## src/rtl/pkm_pkg.sv

```systemverilog
package pkm_pkg;

  // Raise a requested window length to the legal minimum.
  function automatic logic [31:0] clamp_len(input logic [31:0] req,
                                             input logic [31:0] floor_len);
    return (req < floor_len) ? floor_len : req;
  endfunction

endpackage

```

## src/rtl/pkm_magnitude.sv

```systemverilog
module pkm_magnitude #(
  parameter int SAMPLE_W = 13
) (
  input  logic [SAMPLE_W-1:0] code,
  output logic [SAMPLE_W-1:0] mag
);
  localparam logic [SAMPLE_W-1:0] MOST_NEG = {1'b1, {(SAMPLE_W-1){1'b0}}};
  localparam logic [SAMPLE_W-1:0] MAX_POS  = {1'b0, {(SAMPLE_W-1){1'b1}}};

  // Absolute value with the single unrepresentable case saturated.
  function automatic logic [SAMPLE_W-1:0] abs_sat(input logic [SAMPLE_W-1:0] c);
    if (c == MOST_NEG)    return MAX_POS;
    else if (c[SAMPLE_W-1]) return (~c) + 1'b1;
    else                  return c;
  endfunction

  assign mag = abs_sat(code);
endmodule

```

## src/rtl/pkm_period_timer.sv

```systemverilog
module pkm_period_timer #(
  parameter int PERIOD_W   = 24,
  parameter int MIN_PERIOD = 128
) (
  input  logic                clk,
  input  logic                rst_n,
  input  logic                enable,
  input  logic                tick,
  input  logic [PERIOD_W-1:0] period,
  output logic [PERIOD_W-1:0] cnt_q,
  output logic                win_first,
  output logic                win_end
);
  import pkm_pkg::*;

  localparam logic [PERIOD_W-1:0] ONE = PERIOD_W'(1);

  logic [PERIOD_W-1:0] load_val;
  logic [PERIOD_W-1:0] cnt_eff;
  logic                step;

  // A zero count means "no window open": the next accepted sample opens one.
  assign load_val  = PERIOD_W'(clamp_len(32'(period), 32'(MIN_PERIOD)));
  assign win_first = (cnt_q == '0);
  assign cnt_eff   = win_first ? load_val : cnt_q;
  assign step      = enable && tick;
  assign win_end   = step && (cnt_eff == ONE);

  always_ff @(posedge clk) begin
    if (!rst_n)       cnt_q <= '0;
    else if (!enable) cnt_q <= '0;
    else if (tick)    cnt_q <= win_end ? '0 : (cnt_eff - ONE);
  end
endmodule

```

## src/rtl/pkm_peak_tracker.sv

```systemverilog
module pkm_peak_tracker #(
  parameter int MAG_W = 13
) (
  input  logic             clk,
  input  logic             rst_n,
  input  logic             step,
  input  logic             seed,
  input  logic [MAG_W-1:0] mag,
  output logic [MAG_W-1:0] peak_q,
  output logic [MAG_W-1:0] peak_next
);
  function automatic logic [MAG_W-1:0] keep_larger(input logic [MAG_W-1:0] a,
                                                   input logic [MAG_W-1:0] b);
    return (a > b) ? a : b;
  endfunction

  assign peak_next = seed ? mag : keep_larger(mag, peak_q);

  always_ff @(posedge clk) begin
    if (!rst_n)    peak_q <= '0;
    else if (step) peak_q <= peak_next;
  end
endmodule

```

## src/rtl/peak_window_monitor.sv

```systemverilog
module peak_window_monitor #(
  parameter int SAMPLE_W   = 13,
  parameter int PERIOD_W   = 24,
  parameter int RESULT_W   = 20,
  parameter int MIN_PERIOD = 128
) (
  input  logic                clk,
  input  logic                rst_n,
  input  logic                enable,
  input  logic                smp_valid,
  input  logic [SAMPLE_W-1:0] smp_data,
  input  logic [PERIOD_W-1:0] period,
  output logic [RESULT_W-1:0] result,
  output logic                result_valid
);
  // Named internal events, also observed by the bound checker.
  logic [SAMPLE_W-1:0] mag;
  logic [PERIOD_W-1:0] cnt_q;
  logic                win_first;
  logic                win_end;
  logic [SAMPLE_W-1:0] peak_q;
  logic [SAMPLE_W-1:0] peak_next;
  logic                step;

  assign step = enable && smp_valid;

  pkm_magnitude #(.SAMPLE_W(SAMPLE_W)) u_mag (
    .code (smp_data),
    .mag  (mag)
  );

  pkm_period_timer #(.PERIOD_W(PERIOD_W), .MIN_PERIOD(MIN_PERIOD)) u_timer (
    .clk       (clk),
    .rst_n     (rst_n),
    .enable    (enable),
    .tick      (smp_valid),
    .period    (period),
    .cnt_q     (cnt_q),
    .win_first (win_first),
    .win_end   (win_end)
  );

  pkm_peak_tracker #(.MAG_W(SAMPLE_W)) u_peak (
    .clk       (clk),
    .rst_n     (rst_n),
    .step      (step),
    .seed      (win_first),
    .mag       (mag),
    .peak_q    (peak_q),
    .peak_next (peak_next)
  );

  // Holding register: the closing sample is folded in through peak_next.
  always_ff @(posedge clk) begin
    if (!rst_n) begin
      result       <= '0;
      result_valid <= 1'b0;
    end else begin
      result_valid <= win_end;
      if (win_end) result <= RESULT_W'(peak_next);
    end
  end
endmodule

```

## config.mk

```make
export PLATFORM = sky130hd
export DESIGN_NAME = peak_window_monitor
export DESIGN_NICKNAME = d
export VERILOG_FILES = /design/src/rtl/pkm_pkg.sv /design/src/rtl/pkm_magnitude.sv /design/src/rtl/pkm_period_timer.sv /design/src/rtl/pkm_peak_tracker.sv /design/src/rtl/peak_window_monitor.sv
export SDC_FILE = /design/constraint.sdc
export NUM_CORES = 1
export LEC_CHECK = 0
export BUFFER_PORTS_ARGS = -buffer_cell sky130_fd_sc_hd__buf_2
export CELL_PAD_IN_SITES_DETAIL_PLACEMENT = 1
export CELL_PAD_IN_SITES_GLOBAL_PLACEMENT = 1
export CORE_MARGIN = 2
export CORE_UTILIZATION = 43
export CTS_BUF_LIST = sky130_fd_sc_hd__clkbuf_4 sky130_fd_sc_hd__clkbuf_8
export CTS_CLUSTER_SIZE = 10
export DETAILED_ROUTE_END_ITERATION = 16
export HOLD_SLACK_MARGIN = 0.12
export MAX_ROUTING_LAYER = met4
export PLACE_DENSITY = 0.91
export RECOVER_POWER = 100
export SETUP_SLACK_MARGIN = 0.3
export SKIP_CTS_REPAIR_TIMING = 1
export SYNTH_ARGS = -nofsm -noshare
export SYNTH_HDL_FRONTEND = slang
export SYNTH_SLANG_ARGS = --single-unit
```

## constraint.sdc

```tcl
create_clock -name clk -period 5.2 [get_ports clk]
set_clock_uncertainty 0.05 [all_clocks]
set_input_delay 0.26 -clock clk [delete_from_list [all_inputs] [get_ports clk]]
set_output_delay 0.26 -clock clk [all_outputs]
set_load 0.01 [all_outputs]
```

# ---- Word-level counts from Yosys, hierarchy flattened
# Cells that the tools add are included.
dict set report totals {
  out_inout_bits 21
  elab_cells 22
  ff_bits 51
  inputBits 41
}
dict set report op_classes {
  order_cmp 2
  n_eq_ne 2
  n_addsub 2
  mux 7
  n_bitwise 1
  n_reduce_logical 4
}
# cell count
set ops {}
lappend ops {{24-bit two-way mux} 3}
lappend ops {{13-bit two-way mux} 4}
lappend ops {{24-bit by 1-bit equality test with 1-bit output, second input constant} 1}
lappend ops {{24-bit logical NOT} 1}
lappend ops {{24-bit by 8-bit < comparator with 1-bit output, second input constant} 1}
lappend ops {{24-bit by 1-bit subtractor with 24-bit output, second input constant} 1}
lappend ops {{13-bit by 1-bit adder with 13-bit output, second input constant} 1}
lappend ops {{13-bit equality test, second input constant} 1}
lappend ops {{13-bit > comparator} 1}
lappend ops {{13-bit NOT} 1}
lappend ops {{1-bit logical AND} 2}
lappend ops {{2-bit AND reduction} 1}

# ---- Longest topological paths before layout
# Gate-level depths: netlist of run 1.
dict set report depth {
  depth_word 7
  mapped_depth 17
  depth_no_buf 16
}

# ---- Hierarchy
# From an unflattened synthesis of run 1, not the netlist that was laid out.
dict set report unflattened {
  cells_unflattened 539
  area_unflattened_um2 4276.6
}
# mod cells_per_inst area_per_inst_um2 instances seq_area_each_um2
set by_module_without_submodules {}
lappend by_module_without_submodules {pkm_period_timer 295 2150.8 1 480.5}
lappend by_module_without_submodules {pkm_peak_tracker 122 1087.3 1 260.2}
lappend by_module_without_submodules {peak_window_monitor 53 596.8 1 280.3}
lappend by_module_without_submodules {pkm_magnitude 69 441.7 1 0.0}

# ---- Worst setup path after synthesis of run 1
# OpenSTA, ideal clock, no wires.
dict set report synth_timing {
  path_type {in2reg}
  from {input smp_data[3]}
  to {register u_peak.peak_q[8]}
  n_path_buf 1
  path_slack_ps 822
  cell_stages 15
  setup_time_ps 87
  t_required_ps 5063
  t_arrival_ps 4241
  path_cell_list {or3_4 or4_4 or4_4 nor3_1 a211oi_1 a31oi_1 ha_1 or4_1 o311a_1 o21ai_0 a21oi_1 o21ai_2 clkbuf_1 nor2_1 a211oi_1}
}
dict set report synth_via {
  elab_chain_cells 7
  elab_cells_between_ends 8
  classes_between {add/sub: 1; order compare: 1; eq/ne: 1; mux: 4; bitwise: 1}
}
# item line_no
set synth_lines {}
lappend synth_lines {{start: declaration} peak_window_monitor.sv:11} ;# input logic [SAMPLE_W-1:0] smp_data,
lappend synth_lines {{13-bit NOT} pkm_magnitude.sv:13} ;# else if (c[SAMPLE_W-1]) return (~c) + 1'b1;
lappend synth_lines {{13-bit by 1-bit adder with 13-bit output} pkm_magnitude.sv:13}
lappend synth_lines {{13-bit two-way mux} pkm_magnitude.sv:13}
lappend synth_lines {{13-bit two-way mux (*)} pkm_magnitude.sv:12} ;# if (c == MOST_NEG) return MAX_POS;
lappend synth_lines {{13-bit > comparator} pkm_peak_tracker.sv:14} ;# return (a > b) ? a : b;
lappend synth_lines {{13-bit two-way mux} pkm_peak_tracker.sv:14}
lappend synth_lines {{13-bit two-way mux (*)} pkm_peak_tracker.sv:17} ;# assign peak_next = seed ? mag : keep_larger(mag, peak_q);
lappend synth_lines {{end signal: assignment} pkm_peak_tracker.sv:21} ;# else if (step) peak_q <= peak_next;
lappend synth_lines {{end: declaration} pkm_peak_tracker.sv:9} ;# output logic [MAG_W-1:0] peak_q,
# Mark *: on every way between the ends. The rest lies on a longest branch, timed or not.
# A chain may end at the register's enable or synchronous reset.

# ---- Final worst setup path of run 1
dict set report layout_timing {
  from {input smp_data[3]}
  to {register result[6]}
}
dict set report layout_via {
  elab_chain_cells 7
  elab_cells_between_ends 8
  classes_between {add/sub: 1; order compare: 1; eq/ne: 1; mux: 4; bitwise: 1}
}
# item line_no
set layout_lines {}
lappend layout_lines {{13-bit NOT} pkm_magnitude.sv:13}
lappend layout_lines {{13-bit by 1-bit adder with 13-bit output} pkm_magnitude.sv:13}
lappend layout_lines {{13-bit two-way mux} pkm_magnitude.sv:13}
lappend layout_lines {{13-bit two-way mux (*)} pkm_magnitude.sv:12}
lappend layout_lines {{13-bit > comparator} pkm_peak_tracker.sv:14}
lappend layout_lines {{13-bit two-way mux} pkm_peak_tracker.sv:14}
lappend layout_lines {{13-bit two-way mux (*)} pkm_peak_tracker.sv:17}
lappend layout_lines {{end signal: assignment} peak_window_monitor.sv:60} ;# if (win_end) result <= RESULT_W'(peak_next);
lappend layout_lines {{end: declaration} peak_window_monitor.sv:13} ;# output logic [RESULT_W-1:0] result,
# Marked as above.

==> results of run 1 <==
[metrics by stage]
| step | util [%] | instances | instance area, um^2 | hold WS, ps | worst slack [ps] |
|---|---|---|---|---|---|
| after detailed placement | 47.8 | 652 | 4170 | 399 | 107 |
| after global routing | 49.1 | 663 | 4280 | 202 | 244 |
| final | 49.1 | 663 | 4280 | 188 | 510 |
| after floorplan | - | 516 | 3890 | 386 | 822 |
| after CTS | 49.4 | 660 | 4300 | 185 | 407 |
| after global placement | 47.8 | 652 | 4170 | 391 | 348 |
[critical path, stage by stage]
cell      delay [ps]
buf_2            120
or3_4            390
or4_4            420
or4_1            480
nor3_1           400
a211oi_1          90
a31oi_1          260
ha_1             300
or4_1            520
o311a_1          120
o21ai_0          400
a21oi_2          250
nor2_2           300
buf_4            220
o221ai_1         120
a21oi_1          210
[registers in the layout, summed over array words and instances (netlist names)]
signal         count
u_timer.cnt_q     24
result_valid       1
result            13
u_peak.peak_q     13
[Yosys cell counts, types with 6 or more instances]
library cell	number
nand3_1	17
a21o_1	6
a21oi_1	40
nor2_1	47
buf_2	10
xor2_1	7
nor4_1	6
o21ai_0	28
nand2_1	51
mux2i_1	9
ha_1	16
buf_4	9
and2_1	9
a211oi_1	10
nor3_1	21
o221ai_1	9
or3_1	12
clkbuf_1	10
a31oi_1	9
and3_1	6
inv_1	27
nand2_4	6
dfxtp_1	51
[cell type report]
cell class                 count  share of cell area, %
multi-input combinational    404                   60.1
sequential                    51                   23.8
timing repair buffer          63                   7.22
tap                          108                   3.16
inverter                      29                   2.54
clock buffer                   5                   1.61
clock inverter                 3                   1.58
[how the worst max path moves through the flow]
stage | startpoint | to | slack [ps] | depth (start not counted)
floorplan | smp_data[3] | u_peak.peak_q[8]$_SDFFE_PN0P_ | 820 | 15
global placement | smp_data[3] | result[8]$_SDFFE_PN0P_ | 350 | 16
detailed placement | smp_data[3] | result[4]$_SDFFE_PN0P_ | 110 | 16
CTS | smp_data[3] | result[6]$_SDFFE_PN0P_ | 410 | 16
global route | smp_data[3] | result[7]$_SDFFE_PN0P_ | 240 | 16
finish | smp_data[3] | result[6]$_SDFFE_PN0P_ | 510 | 16
[logic make-up after synthesis]
family / Yosys count / share of synthesized area [%]
multiplexers: 11 / 2.98
AO/OA/AOI/OAI: 154 / 27.6
buffers and inverters: 61 / 7.32
flip-flops: 51 / 26.4
AND/OR/NAND/NOR: 207 / 28.6
XOR/XNOR: 8 / 1.81
adder cells (fa/ha/maj): 16 / 5.18
other: 1 / 0.0971
[metal layers]
layer / vias to the layer above / part of all wire (%)
met3: 21 / 5.2
li1: 1956 / -
met4: 0 / 1.4
met1: 2061 / 42
met2: 131 / 52
met5: - / 0
==> flow_summary.json, run 1 <==
{
  "timing.final.max_slew_violations": 0,
  "grt.met1_usage_pct": 32.3,
  "reg2regPathDepth": 14,
  "drt_pass1_iterations": 4,
  "synth_edf_count": 0,
  "worstHoldStart": "period[6]",
  "totalWireLength_um": 12800,
  "post-synth-top-area-fraction_pct": 26.4,
  "regToRegSetupSlack_ps": 710,
  "final.fill_count": 1125,
  "h-tree-depth": 2,
  "detail_route.wl_per_cell_um": 19.3,
  "grtUsageMet3_pct": 4.68,
  "std_cell_rows": 34,
  "fmax_mhz": 213,
  "chipHeight_um": 98.8,
  "worst_path_class_setup": "in2reg",
  "yosysSeqAreaShare_pct": 26.4,
  "final_layout_size_suffix_gt1_share_pct": 14.4,
  "worstReg2RegEnd": "u_timer.cnt_q[8]$_SDFFE_PN0P_",
  "first_global_vias": 4353,
  "nNetsFinal": 611,
  "detailed_place_hpwl_um": 9510,
  "grt_remaining_overflow": 0,
  "gp_routability_congestion": 0.928,
  "mapped_avg_cell_area_um2": 7.59,
  "tritoncts": "yes",
  "critical_path.reg2reg.startpoint": "u_timer.cnt_q[16]$_SDFFE_PN0P_",
  "antenna-diode-count": 0,
  "core_um2": 8720,
  "final.period_utilization_pct": 90.2,
  "cts.root.buffer_cell": "clkbuf_8",
  "initialDrtViolationCount": 257,
  "area_growth_pct": 10.9,
  "number_of_instances_in_the_synthesized_netlist": 509,
  "grt_setup_unrepaired": "false",
  "clkTransAtPathRegs_ps": 120,
  "finish_stage_setup_viols": 0,
  "worst_ep_required_time_ps": 5380,
  "ff_latch_area_um2": 1020,
  "drt.antenna.violating_nets": 0,
  "cts_sinks": 51,
  "mostFrequentLayoutCells": "nand2_1 (51), dfxtp_1 (51), nor2_1 (46), buf_2 (40), a21oi_1 (39)",
  "number_of_unique_standard_cell_types_used_by_synthesis": 74,
  "end_kind": "flip-flop",
  "worst_hold_path_type": "in2reg",
  "ys_ff_latch": 51,
  "multi_input_area_um2": 2570,
  "drc_errors": 0,
  "netlist_area_um2": 3860,
  "yosys_most_used_dff": "dfxtp_1",
  "die-width_um": 98.8,
  "clock_latency_ps": 340,
  "synth_area_leaders": "dfxtp_1 (26%), a21oi_1 (5.2%), ha_1 (5.2%), nand2_1 (5.0%), nor2_1 (4.6%)",
  "floorplan.io_pins": 62,
  "first_pass_grt_wire_length_um": 21300,
  "timing.hold.worst_path_depth": 3,
  "crit_arrival_ps": 4870,
  "min_period_ps": 4690,
  "result_of_the_run": "completed",
  "yosys_warnings": 0,
  "floorplan.die_area_um2": 9760,
  "timing.max_cap.violations": 0,
  "port-buffer-count": 54,
  "synth-async-reset-ratio_pct": 0,
  "crit_fanout": 10,
  "critical_path.startpoint_type": "input port",
  "synth_largest_area_cell": "dfxtp_1",
  "grtUsageMet2_pct": 47.4,
  "hold_end": "u_timer.cnt_q[6]$_SDFFE_PN0P_",
  "numCtsBuffers": 5,
  "deepest_clock_path_buffer_count": 2,
  "groute.usage.overall_pct": 27.3,
  "floorplan.initialDensity_pct": 44.3,
  "grt_most_used_layer": "met2",
  "worst_slew_pin_slew_ps": 1410,
  "finalHoldViolCount": 0,
  "grt_max_degree": 30,
  "num_vias": 4169,
  "timing.max_slew.rel_slack_pct": 6.18,
  "detail_route.vias_per_cell": 6.29,
  "number_of_antenna_violations_at_the_first_check_in_global_routing": 0,
  "setup_total_negative_slack_ps": 0
}
Power of run 1 is not shown: default switching activity piles up to over one toggle a cycle in this logic, so the estimate is an artifact.
==> run 2: changes to the inputs <==
CORE_UTILIZATION = 44   (was 43)
PLACE_DENSITY = 0.9   (was 0.91)
SYNTH_HIERARCHICAL = 1   (was not set)
==> run 2 against run 1 <==
Net effect: the run now ends with max-capacitance violations, max-slew violations left; synthesized cell count increased by 5.9%; hold slack improved by 22 ps; routed wire length increased by 4.2%; flip-flop and latch count unchanged; die area increased by 7.9%; worst setup slack improved by 370 ps; largest cell class unchanged; highest routed layer unchanged.
==> flow_summary.json, run 2 <==
{
  "cts.root.buffer_cell": "clkbuf_8",
  "chipHeight_um": 103,
  "largest_register": "u_timer/cnt_q",
  "mostFrequentLayoutCell": "nand2_1",
  "numCtsBuffers": 5,
  "worst_hold_path_type": "in2reg",
  "timing.hold.worst_path_depth": 3,
  "critPathMaxStageDelay_ps": 1260,
  "regToRegSetupSlack_ps": 920,
  "first_pass_grt_wire_length_um": 21600,
  "floorplan.initialDensity_pct": 45.8,
  "reg2regPathDepth": 11,
  "clkTransAtPathRegs_ps": 120,
  "worst_slew_pin_slew_ps": 1650,
  "synth-async-reset-ratio_pct": 0,
  "post-synth-top-count-cell": "nand2_1",
  "grt_setup_unrepaired": "false",
  "number_of_instances_in_the_synthesized_netlist": 539,
  "antenna-diode-count": 0,
  "nNetsFinal": 633,
  "critical_path.startpoint_type": "input port",
  "grt_remaining_overflow": 0,
  "die-width_um": 103,
  "master_of_the_slowest_instance_on_the_critical_path": "a21oi_1",
  "synth_common_cells": "nand2_1 (57), dfxtp_1 (51), nor2_1 (41), mux2i_1 (33), nor3_1 (31)",
  "biggestRegsByFlops": "u_timer/cnt_q x24, result x13, u_peak/peak_q x13",
  "detail_route.wl_per_cell_um": 18.9,
  "end_kind": "flip-flop",
  "detail_route.vias_per_cell": 6.19,
  "detailed_place_hpwl_um": 10000,
  "fmax_mhz": 232,
  "totalWireLength_um": 13300,
  "drt.antenna.violating_nets": 0,
  "tritoncts": "yes",
  "number_of_unique_standard_cell_types_used_by_synthesis": 80,
  "final.period_utilization_pct": 83.1,
  "area_growth_pct": 6.99,
  "min_period_ps": 4320,
  "largest_reg_flops": 24,
  "yosys_most_used_dff": "dfxtp_1",
  "result_of_the_run": "finished with violations",
  "worst_path_class_setup": "in2reg",
  "timing.critical_path.max_delay_family": "compound AO/OA/AOI/OAI gates",
  "port-buffer-count": 54,
  "cts_sinks": 51,
  "floorplan.die_area_um2": 10500,
  "synth_area_leaders": "dfxtp_1 (24%), mux2i_1 (7.7%), nand2_1 (5.0%), ha_1 (4.7%), nor3_1 (3.6%)",
  "synth_edf_count": 0,
  "timing.final.max_slew_violations": 26,
  "worst_ep_required_time_ps": 5360,
  "yosys_warnings": 6,
  "gp_routability_congestion": 0.958,
  "worstHoldStart": "period[11]",
  "deepest_clock_path_buffer_count": 2,
  "clock_latency_ps": 330,
  "finish_stage_setup_viols": 0,
  "synth_largest_area_cell": "dfxtp_1",
  "drt_pass1_iterations": 5,
  "finalHoldViolCount": 0,
  "num_vias": 4367,
  "crit_arrival_ps": 4480,
  "std_cell_rows": 35,
  "timing.critical_path.depth": 14,
  "grt_max_degree": 43,
  "crit_path_cell_trace": "clkbuf_1 -> inv_1 -> ha_1 -> nor3b_1 -> nor3_1 -> a311oi_1 -> ha_1 -> nand4_1 -> o221ai_2 -> nand2_2 -> a21oi_1 -> mux2_2 -> mux2i_1 -> nor2b_1",
  "ys_ff_latch": 51,
  "timing.max_cap.violations": 2,
  "number_of_antenna_violations_at_the_first_check_in_global_routing": 0,
  "post-synth-top-area-fraction_pct": 23.9,
  "timing.max_slew.rel_slack_pct": -10.3,
  "drc_errors": 0,
  "core_um2": 9330,
  "groute.usage.overall_pct": 26.5,
  "first_global_vias": 4371,
  "netlist_area_um2": 4280,
  "mapped_avg_cell_area_um2": 7.93,
  "critical_path.reg2reg.startpoint": "u_timer/cnt_q[2]$_SDFFE_PN0P_",
  "cp_common_cell": "ha_1",
  "hold_end": "u_timer/cnt_q[11]$_SDFFE_PN0P_",
  "crit_fanout": 12,
  "initialDrtViolationCount": 286,
  "floorplan.io_pins": 62,
  "h-tree-depth": 2,
  "yosysSeqAreaShare_pct": 23.9,
  "failed_checks": "max-capacitance violations, max-slew violations",
  "mostFrequentLayoutCells": "nand2_1 (57), dfxtp_1 (51), nor2_1 (41), buf_2 (38), mux2i_1 (33)",
  "setup_total_negative_slack_ps": 0,
  "final_layout_size_suffix_gt1_share_pct": 14.4,
  "timing.critical_path.buf_inv": 2,
  "worstReg2RegEnd": "result[11]$_SDFFE_PN0P_"
}
## run 2: cell types whose count changed after synthesis, moves of 7 or more
cell      previous run  this run
a21oi_1             40        24
buf_2               10         3
mux2_4               0        10
mux2i_1              9        33
nand3_1             17         7
nor2b_1              1        13
nor3_1              21        31
nor4_1               6        16
o221ai_1             9         2
or3_1               12         5
xor2_1               7         0
## run 2: area by class of cell
class                      instances  area, um^2
inverter                          29         109
multi-input combinational        432        2930
fill                            1212        4750
tap                              129         161
clock buffer                       5        68.8
sequential                        51        1020
clock inverter                     3        18.8
timing repair buffer              57         269
## run 2: worst max-delay path by stage
| stage | slack, ps | from | to |
|---|---|---|---|
| 2_1_floorplan | 1750 | period[19] | u_timer/cnt_q[22]$_SDFFE_PN0P_ |
| 3_3_place_gp | 1290 | smp_data[0] | result[0]$_SDFFE_PN0P_ |
| 3_5_place_dp | 1030 | period[19] | u_timer/cnt_q[22]$_SDFFE_PN0P_ |
| 4_1_cts | 1180 | u_timer/cnt_q[2]$_SDFFE_PN0P_ | u_timer/cnt_q[15]$_SDFFE_PN0P_ |
| 5_1_grt | 540 | smp_data[0] | result[2]$_SDFFE_PN0P_ |
| 6_report | 880 | smp_data[0] | result[11]$_SDFFE_PN0P_ |
## run 2: cells by family (layout without fill, tap and decap cells)
family,after synthesis,after routing,share of synthesized area [%]
fa+ha+maj,16,16,4.68
flops,51,51,23.9
xor+xnor,1,1,0.205
simple gates,226,226,29.1
compound gates,134,134,22.1
mux,47,47,12.3
other cells,2,8,0.176
buf+inv,62,94,7.58
## run 2: worst min-delay path: cells and delay by family
kind,cells,cell delay [ps]
and+or+nand+nor,1,90
buffers and inverters,1,130
AOI/OAI and AO/OA,1,70
## run 2: per-stage QoR
stage	util (%)	instances	cell area, um^2	setup WS, ps	hold WS (ps)
floorplan	-	545	4300	1750	338
global placement	48.7	698	4540	1290	407
detailed placement	48.7	698	4540	1030	425
CTS	49.6	706	4630	1180	221
global route	49.1	706	4580	543	231
finish	49.1	706	4580	881	209
## run 2: per-layer routing
layer | wire length (um) | global-route usage (%) | vias up
met2 | 6540 | 44.3 | 167
met1 | 5710 | 33.1 | 2109
met4 | 246 | 8.51 | 0
met5 | 0 | - | -
li1 | - | - | 2061
met3 | 810 | 3.39 | 30
Power of run 2 is left out for the same reason.
